File: src/rtl/cfg_cap_lock.sv
module cfg_cap_lock #(
  parameter logic [11:0] CAP_LEN   = 12'h038,
  parameter logic [3:0]  CAP_REV   = 4'h1,
  parameter logic [15:0] VENDOR_ID = 16'h5A3C,
  parameter int          ADDR_W    = 8,
  parameter int          N_RANGE   = 2,
  parameter int          STS_W     = 4,
  parameter logic [15:0] CTRL_MASK = 16'h4FFD
) (
  input  logic              clk,
  input  logic              por_n,
  input  logic              soft_rst,
  input  logic              wr_en,
  input  logic [ADDR_W-1:0] wr_addr,
  input  logic [3:0]        wr_be,
  input  logic [31:0]       wr_data,
  input  logic [STS_W-1:0]  evt_set,
  input  logic              rd_en,
  input  logic [ADDR_W-1:0] rd_addr,
  output logic              rd_valid,
  output logic [31:0]       rd_data
);

  localparam int WORD_W   = ADDR_W - 2;
  localparam int W_ID     = 0;
  localparam int W_CTRL   = 1;
  localparam int W_LOCK   = 2;
  localparam int W_RANGE  = 3;
  localparam int STS_LSB  = 16;
  localparam logic [31:0] IDENT = {CAP_LEN, CAP_REV, VENDOR_ID};

  logic [WORD_W-1:0] wr_word, rd_word;
  logic              wr_ok, rd_ok;
  logic [31:0]       be_bits;
  logic [15:0]       ctrl_m;
  logic              hit_ctrl, hit_lock;
  logic [STS_W-1:0]  sts_clr;

  logic [15:0]       ctrl_q;
  logic [STS_W-1:0]  sts_q;
  logic              lock_q;
  logic [31:0]       rhi_q [N_RANGE];
  logic [3:0]        rlo_q [N_RANGE];
  logic [31:0]       rd_mux;

  assign wr_word  = wr_addr[ADDR_W-1:2];
  assign rd_word  = rd_addr[ADDR_W-1:2];
  assign wr_ok    = wr_en && (wr_addr[1:0] == 2'b00);
  assign rd_ok    = (rd_addr[1:0] == 2'b00);
  assign be_bits  = {{8{wr_be[3]}}, {8{wr_be[2]}}, {8{wr_be[1]}}, {8{wr_be[0]}}};
  assign ctrl_m   = CTRL_MASK & be_bits[15:0];
  assign hit_ctrl = wr_ok && (wr_word == WORD_W'(W_CTRL));
  assign hit_lock = wr_ok && (wr_word == WORD_W'(W_LOCK));
  assign sts_clr  = hit_ctrl ? (wr_data[STS_LSB +: STS_W] & {STS_W{wr_be[2]}}) : '0;

  always_ff @(posedge clk or negedge por_n) begin
    if (!por_n) begin
      ctrl_q <= '0;
      lock_q <= 1'b0;
      for (int i = 0; i < N_RANGE; i++) begin
        rhi_q[i] <= '0;
        rlo_q[i] <= '0;
      end
    end else if (soft_rst) begin
      ctrl_q <= '0;
      lock_q <= 1'b0;
      for (int i = 0; i < N_RANGE; i++) begin
        rhi_q[i] <= '0;
        rlo_q[i] <= '0;
      end
    end else begin
      if (hit_ctrl && !lock_q)
        ctrl_q <= (ctrl_q & ~ctrl_m) | (wr_data[15:0] & ctrl_m);
      if (hit_lock && wr_be[0] && wr_data[0])
        lock_q <= 1'b1;
      for (int i = 0; i < N_RANGE; i++) begin
        if (wr_ok && !lock_q && wr_word == WORD_W'(W_RANGE + 2*i))
          rhi_q[i] <= (rhi_q[i] & ~be_bits) | (wr_data & be_bits);
        if (wr_ok && !lock_q && wr_word == WORD_W'(W_RANGE + 2*i + 1) && wr_be[3])
          rlo_q[i] <= wr_data[31:28];
      end
    end
  end

  always_ff @(posedge clk or negedge por_n) begin
    if (!por_n) sts_q <= '0;
    else        sts_q <= (sts_q & ~sts_clr) | evt_set;
  end

  always_comb begin
    rd_mux = '0;
    if (rd_ok) begin
      if (rd_word == WORD_W'(W_ID))   rd_mux = IDENT;
      if (rd_word == WORD_W'(W_CTRL)) rd_mux = 32'(ctrl_q) | (32'(sts_q) << STS_LSB);
      if (rd_word == WORD_W'(W_LOCK)) rd_mux = 32'(lock_q);
      for (int i = 0; i < N_RANGE; i++) begin
        if (rd_word == WORD_W'(W_RANGE + 2*i))     rd_mux = rhi_q[i];
        if (rd_word == WORD_W'(W_RANGE + 2*i + 1)) rd_mux = {rlo_q[i], 28'h0};
      end
    end
  end

  always_ff @(posedge clk or negedge por_n) begin
    if (!por_n) begin
      rd_valid <= 1'b0;
      rd_data  <= '0;
    end else begin
      rd_valid <= rd_en;
      if (rd_en) rd_data <= rd_mux;
    end
  end

  // lock never drops without a reset
  p_lock_hold_r4: assert property (@(posedge clk) disable iff (!por_n)
    lock_q && !soft_rst |=> lock_q);

  // control frozen while locked
  p_ctrl_frozen_r5: assert property (@(posedge clk) disable iff (!por_n)
    lock_q && !soft_rst |=> $stable(ctrl_q));

  // an event always lands in status
  p_evt_sets_r3: assert property (@(posedge clk) disable iff (!por_n)
    (|evt_set) |=> ((sts_q & $past(evt_set)) == $past(evt_set)));

  // a set status bit survives unless cleared by a write of 1
  p_sts_keep_r3: assert property (@(posedge clk) disable iff (!por_n)
    (|sts_q) |=> ((sts_q & $past(sts_q & ~sts_clr)) == $past(sts_q & ~sts_clr)));

  // soft reset clears control and lock
  p_soft_clear_r9: assert property (@(posedge clk) disable iff (!por_n)
    soft_rst |=> (!lock_q && ctrl_q == '0));

  // one-cycle read latency
  p_rd_latency_r11: assert property (@(posedge clk) disable iff (!por_n)
    rd_en |=> rd_valid);
  p_rd_idle_r11: assert property (@(posedge clk) disable iff (!por_n)
    !rd_en |=> !rd_valid);

  for (genvar g = 0; g < N_RANGE; g++) begin : g_rng_chk
    // range bases frozen while locked
    p_range_frozen_r5: assert property (@(posedge clk) disable iff (!por_n)
      lock_q && !soft_rst |=> ($stable(rhi_q[g]) && $stable(rlo_q[g])));
  end

endmodule

File: config.mk
export PLATFORM = sky130hd
export DESIGN_NAME = cfg_cap_lock
export DESIGN_NICKNAME = d
export VERILOG_FILES = /design/src/rtl/cfg_cap_lock.sv
export SDC_FILE = /design/constraint.sdc
export NUM_CORES = 1
export LEC_CHECK = 0
export CAP_MARGIN = 15
export CELL_PAD_IN_SITES_DETAIL_PLACEMENT = 0
export CELL_PAD_IN_SITES_GLOBAL_PLACEMENT = 1
export CORE_MARGIN = 2
export CORE_UTILIZATION = 25
export DETAILED_ROUTE_END_ITERATION = 6
export GPL_TIMING_DRIVEN = 1
export PLACE_DENSITY_LB_ADDON = 0.1
export SKIP_CTS_REPAIR_TIMING = 1
export SYNTH_ARGS = -nofsm -noshare
export SYNTH_HDL_FRONTEND = slang
export SYNTH_SLANG_ARGS = --single-unit
File: constraint.sdc
create_clock -name clk -period 2.3 [get_ports clk]
set_input_delay 0.46 -clock clk [delete_from_list [all_inputs] [get_ports clk]]
set_output_delay 0.46 -clock clk [all_outputs]
set_load 0.05 [all_outputs]
==> metrics.md, run 1 <==
| Metric | Value |
|---|---|
| Antenna-violating nets left | 0 |
| WP data required | 2.62 ns |
| DR pass1 iterations | 4 |
| Initial antenna violation count | 0 |
| Syn Area/Cell | between 10 and 15 um2 |
| 1st-iter DRT viols | ~200 |
| CTS tree | built |
| Crit path max fanout | 4 |
| Placer congestion estimate | between 0.7 and 0.8 |
| Post-Layout Inst Area | 7906 um2 |
| Number of nets in the layout | 704 |
| Clock Root Buffer | clkbuf_16 |
| Die Area | 23650 um2 |
| Worst vdd ir | around 0.37 mV |
| Register bit count reported by yosys | 122 |
| CP Capture Type | flip-flop |
| First-pass GRT wire length | between 20000 and 30000 um |
| WS Path Type | input port to flip-flop |
| Die span in x | 153.8 um |
| Vias in the first global route | 4726 |
| Initial core utilization | 25.62% |
| Status | finished clean |
| Maxcap violations | 0 |
| CP Data Arrival Time | 2.46 ns |
| Crit start category | input port |
| Total grt overflow | 0 |
| Most frequent cells in the layout | 122 x dfrtp_1, 91 x nor2_1, 91 x clkdlybuf4s50_1 |
| Share of the yosys chip area belonging to registers | 54.43% |
| Register share of total power | a little over 40% |
| Skew final | ~0.007 ns |
| Final wirelength | 17180 um |
| Reg clk slew, reported paths | 0.05 ns |
| Sw Pwr | 1.157 mW |
| Comb pwr share | approximately 7.0% |
| Syn_nets | approximately 560 |
| Sw frac | 22.21% |
| Fin. Hold Viols | 0 |
| Pwr Density | 658.9 nW/um2 |
| Via-to-Cell Ratio | 4.643 |
| Core ar. | around 22000 um2 |
| Leak pwr | 3.562 nW |
| Hold Crit Class | input port to async pin |
| Post-route DRC | 0 |
| Mapped Cells | 503 |
| Total track usage | ~15% |
| Antenna cells | 0 |
| DR WL/cell | 18.40 um |
| Slew Limit Fails | 0 |
| Clk network pwr share | about half |
| Rows | between 50 and 60 |
| DP HPWL | 11660 um |
| RSZ-0062 raised after global routing | false |
| Crit path time final | between 2 and 2.5 ns |
| Placed Area | 7322 um2 |
| Ys Warns | 0 |
| Internal power | 4.053 mW |
| I/O Pins | 94 |
| CTS Buf Count | 17 |
| Area growth syn-to-layout | 40.95% |
| Largest net degree at the start of global routing | between 80 and 90 |
| Die height | 153.8 um |
| Clk Latency, worst-skew pair | 0.41 ns |
| Final setup vio count | 0 |
| Commonest non-fill, non-tap cell in the layout | dfrtp_1 |
| Rel. slew slack | between 50% and 60% |
| Least-Margin Pin Slew | 0.6282 ns |
| Hold Worst Slack | about 0.023 ns |
| Port Buffers | 93 |
| Peak Freq | between 400 and 500 MHz |
| Distinct cells, synth | 41 |
| Post-synthesis cell area | 5609 um2 |
| Share of post-route cells with drive strength above 1 | 15.90% |
| # clock sinks | 122 |
| Crit share post-route | 92.97% |
| Vias | between 4000 and 5000 |
| H-tree lvl count | 4 |
| Max Buffers Root-to-Sink | 2 |
==> state kept, by name, indices dropped and copies added (netlist names) <==
| register | count |
|---|---|
| rd_data | 32 |
| rd_valid | 1 |
| rlo_q | 8 |
| rhi_q | 64 |
| ctrl_q | 12 |
| sts_q | 4 |
| lock_q | 1 |
==> through the flow <==
stage	power, mW	instances	TNS (ns)	setup slack (ns)	util [%]
2_1_floorplan	2.287	503	0	0.1883	-
4_1_cts	5.276	934	0	0.1252	36.12
3_3_place_gp	2.562	904	-11.91	-0.2862	33.45
5_1_grt	5.411	934	0	0.06752	36.12
3_5_place_dp	2.564	904	-13.83	-0.3053	33.45
6_report	5.210	934	0	0.1617	36.12
==> worst max-delay path, stage by stage <==
cell             delay, ns
clkdlybuf4s50_1       0.46
or4_1                 0.63
nor4_2                0.53
buf_4                 0.24
a21oi_1               0.06
o21ai_0               0.08
==> logic make-up after synthesis <==
| family | Yosys count | share of synthesized area [%] |
|---|---|---|
| AND/OR/NAND/NOR | 147 | 14.92 |
| buffers and inverters | 57 | 4.038 |
| multiplexers | 85 | 15.19 |
| flip-flops | 122 | 54.43 |
| AO/OA/AOI/OAI | 92 | 11.42 |
==> Yosys cell counts, drive strengths merged <==
library cell  instances  area share (%)
a2111oi               1            0.16
a211oi                3            0.40
a21o                  4            0.54
a21oi                11            0.98
a22o                  1            0.16
a22oi                24             3.2
a2bb2oi               4            0.62
a41oi                 1            0.16
and2                  3            0.33
and3                  6            0.67
buf                   7            0.69
clkbuf               24             1.6
dfrtp               122              54
inv                  26             1.7
mux2                  1            0.20
mux2i                84              15
nand2b                3            0.33
nand3                 9            0.80
nand4                 6             1.1
nor2                 91             6.1
nor2b                 9             1.0
nor3                  2            0.18
nor4                  9             2.7
nor4b                 4            0.85
o211a                 3            0.54
o21ai                15             1.3
o221ai                8             1.2
o22ai                13             1.4
o32ai                 4            0.62
or3                   1            0.11
or3b                  1            0.16
or4                   1            0.13
or4b                  2            0.42
==> metal layers <==
layer	share of wire, %	track usage, %	vias up
li1	-	-	2079
met1	48	20.75	2145
met2	47	24.04	100
met3	3.5	2.903	13
met4	1.5	5.155	0
met5	0	0	-
==> worst paths after layout <==
check                              startpoint                      to  slack, ns  cells after the start
max                                rd_addr[5]  rd_data[8]$_DFFE_PN0P_       0.16                      6
min                                     por_n    rhi_q[4]$_DFFE_PN0P_       0.02                      1
max reg2reg                lock_q$_DFFE_PN0P_   rhi_q[51]$_DFFE_PN0P_       0.43                      6
min reg2reg                sts_q[2]$_DFF_PN0_      sts_q[2]$_DFF_PN0_       0.48                      1
max in group asynchronous               por_n   rhi_q[12]$_DFFE_PN0P_       1.60                      2
min in group clk           sts_q[2]$_DFF_PN0_      sts_q[2]$_DFF_PN0_       0.48                      1
==> power by group through the flow <==
stage               Combinational [mW]  Sequential, mW  Clock (mW)
global placement                 0.371            2.19           0
CTS                              0.375            2.15        2.75
finish                           0.366            2.15        2.69
global route                     0.396            2.15        2.86
floorplan                       0.0879            2.20           0
detailed placement               0.373            2.19           0
==> area by class of cell <==
class,count,area [um2]
Clock buffer,22,464.2
Clock inverter,8,120.1
Multi-Input combinational cell,324,2330
Fill cell,2176,13980
Tap cell,280,350.3
Inverter,26,97.59
Timing Repair Buffer,152,1491
Sequential cell,122,3053
Note: power is estimated with default switching activity, not from simulation.
==> run 2: changes to the inputs <==
--- a/config.mk
+++ b/config.mk
@@ -9,9 +9,9 @@
 export CELL_PAD_IN_SITES_DETAIL_PLACEMENT = 0
 export CELL_PAD_IN_SITES_GLOBAL_PLACEMENT = 1
 export CORE_MARGIN = 2
-export CORE_UTILIZATION = 25
+export CORE_UTILIZATION = 42
 export DETAILED_ROUTE_END_ITERATION = 6
-export GPL_TIMING_DRIVEN = 1
+export GPL_TIMING_DRIVEN = 0
 export PLACE_DENSITY_LB_ADDON = 0.1
 export SKIP_CTS_REPAIR_TIMING = 1
 export SYNTH_ARGS = -nofsm -noshare
==> run 2 against run 1 <==
Net effect:
- sequential power hardly changed
- die area fell by 40%
- design area down 4.0%
- cell count down 13%
- hold slack worse by 0.014 ns
- combinational power shrank 6.0%
- setup slack worse by 0.073 ns
- clock skew down 0.0013 ns
- core utilization rose by 22 points
- register-to-register slack got worse by 0.13 ns
- critical endpoint is now rd_data[31]$_DFFE_PN0P_
==> metrics.md, run 2 (synthesized netlist as in run 1, its figures left out) <==
| Metric | Value |
|---|---|
| Die height | 119.6 um (was 153.8 um) |
| FF-to-FF End | rhi_q[46]$_DFFE_PN0P_ (was rhi_q[51]$_DFFE_PN0P_) |
| WS Path Type | input port to flip-flop (unchanged) |
| RSZ-0062 raised after global routing | false (unchanged) |
| Clk Latency, worst-skew pair | 0.41 ns (about the same) |
| Core ar. | 13140 um2 (was 21890 um2) |
| Placed Area | 6769 um2 (was 7322 um2) |
| Pwr Density | 688.9 nW/um2 (was 658.9 nW/um2) |
| Crit share post-route | 96.15% (was 92.97%) |
| Max Buffers Root-to-Sink | 2 (unchanged) |
| Largest registers | rhi_q: 64 flops, rd_data: 32 flops, ctrl_q: 12 flops (unchanged) |
| Fill cells | 1186 (was 2176) |
| I/O Pins | 94 (unchanged) |
| Worst vdd ir | 0.4573 mV (was 0.3714 mV) |
| Largest net degree at the start of global routing | 68 (was 86) |
| Worst setup startpoint | rd_addr[6] (was rd_addr[5]) |
| Fin Setup TNS | 0 ns (unchanged) |
| Peak Freq | 452.2 MHz (was 467.7 MHz) |
| R2R depth | 6 (unchanged) |
| Fin. Hold Viols | 0 (unchanged) |
| Die Area | 14300 um2 (was 23650 um2) |
| Initial antenna violation count | 1 (was 0) |
| Register share of total power | 41.2% (was 41.3%) |
| Skew final | 0.005854 ns (was 0.007164 ns) |
| Rel. slew slack | 49.88% (was 57.04%) |
| Routing usage on met3 | 6.416% (was 2.903%) |
| Max reg flops | 64 (unchanged) |
| Least-Margin Pin Slew | 0.7518 ns (was 0.6282 ns) |
| Final wirelength | 16130 um (was 17180 um) |
| First-pass GRT wire length | 25590 um (was 27480 um) |
| Clk network pwr share | 52.2% (was 51.7%) |
| DP HPWL | 10780 um (was 11660 um) |
| Slew Limit Fails | 0 (unchanged) |
| Rows | 42 (was 54) |
| Status | finished clean (unchanged) |
| Port Buffers | 91 (was 93) |
| Comb pwr share | 6.6% (was 7.0%) |
| Reg2reg setup slack | 0.30 ns (was 0.43 ns) |
| Global-route met1 utilization | 32.85% (was 20.75%) |
| CTS tree | built (unchanged) |
| Most frequent cells in the layout | 122 x dfrtp_1, 91 x nor2_1, 90 x clkdlybuf4s50_1 (was 122 x dfrtp_1, 91 x nor2_1, 91 x clkdlybuf4s50_1) |
| Crit path time final | 2.211 ns (was 2.138 ns) |
| DR WL/cell | 19.84 um (was 18.40 um) |
| Die span in x | 119.6 um (was 153.8 um) |
| Sw Pwr | 1.152 mW (was 1.157 mW) |
| Leak pwr | 3.431 nW (was 3.562 nW) |
| Placer congestion estimate | 0.7836 (was 0.7384) |
| RR Startpoint | lock_q$_DFFE_PN0P_ (unchanged) |
| Clock Root Buffer | clkbuf_16 (unchanged) |
| Multi-input gate area in the final layout | 2416 um2 (was 2330 um2) |
| Maxcap violations | 0 (unchanged) |
| Vias | 4384 (was 4337) |
| Crit path max fanout | 10 (was 4) |
| DR pass1 iterations | 4 (unchanged) |
| Share of post-route cells with drive strength above 1 | 12.09% (was 15.90%) |
| CP Capture Type | flip-flop (unchanged) |
| GR Util met2 | 37.64% (was 24.04%) |
| Antenna cells | 0 (unchanged) |
| Hold Crit Class | input port to async pin (unchanged) |
| 1st-iter DRT viols | 308 (was 197) |
| Number of nets in the layout | 685 (was 704) |
| Antenna-violating nets left | 0 (unchanged) |
| Tot Pwr | 5.229 mW (was 5.210 mW) |
| Crit start category | input port (unchanged) |
| Total track usage | 23.91% (was 15.14%) |
| Post-Layout Inst Area | 7591 um2 (was 7906 um2) |
| Reg clk slew, reported paths | 0.05 ns (about the same) |
| Internal power | 4.077 mW (was 4.053 mW) |
| Initial core utilization | 42.70% (was 25.62%) |
| Vias in the first global route | 4499 (was 4726) |
| Area growth syn-to-layout | 35.33% (was 40.95%) |
| Via-to-Cell Ratio | 5.392 (was 4.643) |
| CP Capture Point | rd_data[31]$_DFFE_PN0P_ (was rd_data[8]$_DFFE_PN0P_) |
| Final setup vio count | 0 (unchanged) |
| WP data required | 2.62 ns (about the same) |
| Commonest non-fill, non-tap cell in the layout | dfrtp_1 (unchanged) |
| GRT Max-Usage Layer | met2 (unchanged) |
| CTS Buf Count | 17 (unchanged) |
| Total grt overflow | 0 (unchanged) |
| Top reg by flops | rhi_q (unchanged) |
| CP Data Arrival Time | 2.53 ns (was 2.46 ns) |
| Post-route DRC | 0 (unchanged) |
| # clock sinks | 122 (unchanged) |
| Sequential cell area | 3053 um2 (unchanged) |
| Sw frac | 22.03% (was 22.21%) |
| H-tree lvl count | 4 (unchanged) |
[run 2: cell count changes in the layout (fill, tap and decap cells not counted), sizes merged]
cell,change
buf,-41
bufinv,-1
clkbuf,+27
clkdlybuf4s50,-1
clkinvlp,-1
[run 2: area by class of cell]
class	instances	share of cell area (%)
inverters	26	1.286
plain buffers	29	1.813
flip-flops and latches	122	40.22
clock buffers	26	6.972
well taps	176	2.901
repair buffers	104	13.89
multi-input cells	324	31.83
clock inverters	6	1.088
[run 2: worst max-delay path, cell delays in order]
cell and delay (ns):
clkdlybuf4s50_1 0.51, nor4b_4 0.30, buf_4 0.18, and2_1 0.12, clkbuf_1 0.19, buf_2 0.35, a211oi_1 0.15, o32ai_1 0.27
[run 2: metrics by stage]
step,hold WS (ns),cells,worst slack [ns],utilization [%]
5_1_grt,0.03270,813,0.0007094,57.78
6_report,0.008820,813,0.08860,57.78
4_1_cts,0.02721,803,-0.6525,56.18
2_1_floorplan,0.1644,503,0.1883,-
3_3_place_gp,0.4605,770,-4.056,51.30
3_5_place_dp,0.4671,771,-1.059,51.52
[run 2: routing by layer]
layer | vias up | share of wire, %
met1 | 2206 | 47
met4 | 2 | 0.99
met3 | 13 | 4.9
met2 | 113 | 47
li1 | 2050 | -
met5 | - | 0.081
[run 2: worst min path at each step]
stage	endpoint	slack, ns	cells past startpoint
final	rhi_q[4]$_DFFE_PN0P_	0.009	1
after global routing	rhi_q[4]$_DFFE_PN0P_	0.03	1
after CTS	rd_data[3]$_DFFE_PN0P_	0.03	1
after detailed placement	rhi_q[4]$_DFFE_PN0P_	0.47	1
after global placement	sts_q[3]$_DFF_PN0_	0.46	1
after floorplan	ctrl_q[0]$_DFFE_PN0P_	0.16	0
[run 2: power groups by stage]
stage / Combinational, mW / Clock (mW) / Sequential [mW]
floorplan: 0.0879 / 0 / 2.20
detailed placement: 0.332 / 0 / 2.19
CTS: 0.333 / 2.77 / 2.15
global placement: 0.322 / 0 / 2.19
finish: 0.344 / 2.73 / 2.15
global route: 0.371 / 2.88 / 2.15
==> run 3: changes to the inputs <==
--- a/config.mk
+++ b/config.mk
@@ -9,9 +9,11 @@
 export CELL_PAD_IN_SITES_DETAIL_PLACEMENT = 0
 export CELL_PAD_IN_SITES_GLOBAL_PLACEMENT = 1
 export CORE_MARGIN = 2
-export CORE_UTILIZATION = 42
+export CORE_UTILIZATION = 43
+export CTS_BUF_LIST = sky130_fd_sc_hd__clkbuf_4 sky130_fd_sc_hd__clkbuf_8
 export DETAILED_ROUTE_END_ITERATION = 6
 export GPL_TIMING_DRIVEN = 0
+export HOLD_SLACK_MARGIN = 0.02
 export PLACE_DENSITY_LB_ADDON = 0.1
 export SKIP_CTS_REPAIR_TIMING = 1
 export SYNTH_ARGS = -nofsm -noshare
==> run 3 against run 2 <==
Net effect:
- design area is 3.4% lower
- sequential power hardly changed
- via count is 0.62% lower
- fmax is 1.8% lower
- critical path depth is 3 lower
- sequential share of layout area is 1.4 points higher
==> metrics.md, run 3 (synthesized netlist as in run 1, its figures left out) <==
| Metric | Value |
|---|---|
| Status | finished clean (unchanged) |
| Worst setup startpoint | wr_addr[3] (was rd_addr[6]) |
| Placed Cells | 767 (was 771) |
| Clk Latency, worst-skew pair | 0.44 ns (was 0.41 ns) |
| Final wirelength | 15560 um (was 16130 um) |
| DP HPWL | 10530 um (was 10780 um) |
| Top reg by flops | rhi_q (unchanged) |
| 1st-iter DRT viols | 325 (was 308) |
| Maxcap violations | 0 (unchanged) |
| Final setup vio count | 0 (unchanged) |
| WS Path Type | input port to flip-flop (unchanged) |
| Most frequent cells in the layout | 122 x dfrtp_1, 91 x nor2_1, 90 x clkdlybuf4s50_1 (unchanged) |
| Non-filler cells, final | 809 (was 813) |
| Total grt overflow | 0 (unchanged) |
| Initial antenna violation count | 0 (was 1) |
| Max reg flops | 64 (unchanged) |
| WP buf/inv | 1 (was 4) |
| Initial core utilization | 44.27% (was 42.70%) |
| CTS tree | built (unchanged) |
| RR Startpoint | lock_q$_DFFE_PN0P_ (unchanged) |
| Share of post-route cells with drive strength above 1 | 11.77% (was 12.09%) |
| Tot Pwr | 4.338 mW (was 5.229 mW) |
| Crit share post-route | 97.91% (was 96.15%) |
| CP Capture Type | flip-flop (unchanged) |
| Hold Crit Class | input port to flip-flop (was input port to async pin) |
| Largest net degree at the start of global routing | 102 (was 68) |
| Vias in the first global route | 4433 (was 4499) |
| Crit-path slowest cell | or4b_1 (was clkdlybuf4s50_1) |
| Vias | 4357 (was 4384) |
| Port Buffers | 91 (unchanged) |
| Fin Setup TNS | 0 ns (unchanged) |
| Reg clk slew, reported paths | 0.06 ns (was 0.05 ns) |
| Fin. Hold Viols | 0 (unchanged) |
| Reg2reg setup slack | 0.29 ns (was 0.30 ns) |
| R2R depth | 6 (unchanged) |
| Crit path time final | 2.252 ns (was 2.211 ns) |
| Antenna cells | 0 (unchanged) |
| # clock sinks | 122 (unchanged) |
| CP Capture Point | sts_q[2]$_DFF_PN0_ (was rd_data[31]$_DFFE_PN0P_) |
| FF-to-FF End | rhi_q[53]$_DFFE_PN0P_ (was rhi_q[46]$_DFFE_PN0P_) |
| Leak pwr | 3.324 nW (was 3.431 nW) |
| Area growth syn-to-layout | 30.78% (was 35.33%) |
| Rel. slew slack | 52.12% (was 49.88%) |
| Rows | 41 (was 42) |
| Crit start category | input port (unchanged) |
| Number of nets in the layout | 685 (unchanged) |
| Largest registers | rhi_q: 64 flops, rd_data: 32 flops, ctrl_q: 12 flops (unchanged) |
| Skew final | 0.007222 ns (was 0.005854 ns) |
| Setup WS pre-CTS | -0.9723 ns (was -1.059 ns) |
| DR WL/cell | 19.24 um (was 19.84 um) |
| Least-Margin Pin Slew | 0.7182 ns (was 0.7518 ns) |
| Via-to-Cell Ratio | 5.386 (was 5.392) |
| Pwr Density | 591.3 nW/um2 (was 688.9 nW/um2) |
| Antenna-violating nets left | 0 (unchanged) |
| CP Data Arrival Time | 2.58 ns (was 2.53 ns) |
| Core ar. | 12670 um2 (was 13140 um2) |
| Die Area | 13970 um2 (was 14300 um2) |
| Die height | 118.2 um (was 119.6 um) |
| H-tree lvl count | 4 (unchanged) |
| RSZ-0062 raised after global routing | true (was false) |
| Worst vdd ir | 0.3493 mV (was 0.4573 mV) |
| First-pass GRT wire length | 24760 um (was 25590 um) |
| Number of stages on the worst setup path | 5 (was 8) |
| CTS Buf Count | 17 (unchanged) |
| Slew Limit Fails | 0 (unchanged) |
| Crit path max fanout | 8 (was 10) |
| DR pass1 iterations | 4 (unchanged) |
| WP data required | 2.63 ns (was 2.62 ns) |
| Commonest non-fill, non-tap cell in the layout | dfrtp_1 (unchanged) |
| Peak Freq | 444.0 MHz (was 452.2 MHz) |
| Crit path largest cell delay | 0.71 ns (was 0.51 ns) |
| Post-route DRC | 0 (unchanged) |
| Clock Root Buffer | clkbuf_8 (was clkbuf_16) |
| Placer congestion estimate | 0.8392 (was 0.7836) |
| Final Util | 57.89% (was 57.78%) |
| Max Buffers Root-to-Sink | 2 (unchanged) |
| Critical-path cell list | clkdlybuf4s50_1, or4b_1, nor3_1, nand3_1, a21o_1 (was clkdlybuf4s50_1, nor4b_4, buf_4, and2_1, clkbuf_1, buf_2, a211oi_1, o32ai_1) |
| Die span in x | 118.2 um (was 119.6 um) |
| Top delay family on crit path | simple AND/OR/NAND/NOR gates (was buffers and inverters) |
| Fill cells | 1112 (was 1186) |
| I/O Pins | 94 (unchanged) |
| Total track usage | 23.37% (was 23.91%) |
| Final worst setup slack | 0.04797 ns (was 0.08860 ns) |
run 3: cell count changes in the layout (fill, tap and decap cells not counted), sizes merged:
cell and delta:
clkinv +4, bufinv -1, clkinvlp -1, clkbuf -2
dlygate4sd3 +1, buf -1
run 3: final cells by class:
type	instances	area [um2]	area share [%]
flip-flops and latches	122	3053	41.62
multi-input cells	324	2394	32.63
repair buffers	104	1055	14.38
clock buffers	24	324.1	4.418
well taps	172	215.2	2.934
plain buffers	29	132.6	1.808
inverters	26	97.59	1.330
clock inverters	8	65.06	0.8869
run 3: per-stage QoR:
stage	area (um2)	hold slack (ns)
2_1_floorplan	5609	0.1644
3_3_place_gp	6735	0.4630
3_5_place_dp	6764	0.3264
4_1_cts	7153	-0.1570
5_1_grt	7336	0.4309
6_report	7336	0.4228
run 3: how the worst min path moves through the flow:
| stage | start | end | slack [ns] | cells after the start |
|---|---|---|---|---|
| 2_1_floorplan | por_n | ctrl_q[0]$_DFFE_PN0P_ | 0.16 | 0 |
| 3_3_place_gp | sts_q[3]$_DFF_PN0_ | sts_q[3]$_DFF_PN0_ | 0.46 | 1 |
| 3_5_place_dp | por_n | rd_data[5]$_DFFE_PN0P_ | 0.33 | 1 |
| 4_1_cts | por_n | rd_data[30]$_DFFE_PN0P_ | -0.16 | 1 |
| 5_1_grt | por_n | rd_data[28]$_DFFE_PN0P_ | 0.43 | 2 |
| 6_report | soft_rst | rlo_q[7]$_DFFE_PN0P_ | 0.42 | 2 |
run 3: metal layers:
layer  share of wire [%]  wire (um)  track usage (%)
met2                  47       7338            35.80
met5                   0          0                0
met1                  47       7245            32.24
met4                 1.8        282            8.283
met3                 4.5        697            5.888
run 3: where the power goes:
part	internal, mW	switching (mW)	leakage [nW]
Sequential	2.15	0.00156	1.68
Combinational	0.133	0.208	1.43
Clock	1.03	0.821	0.211
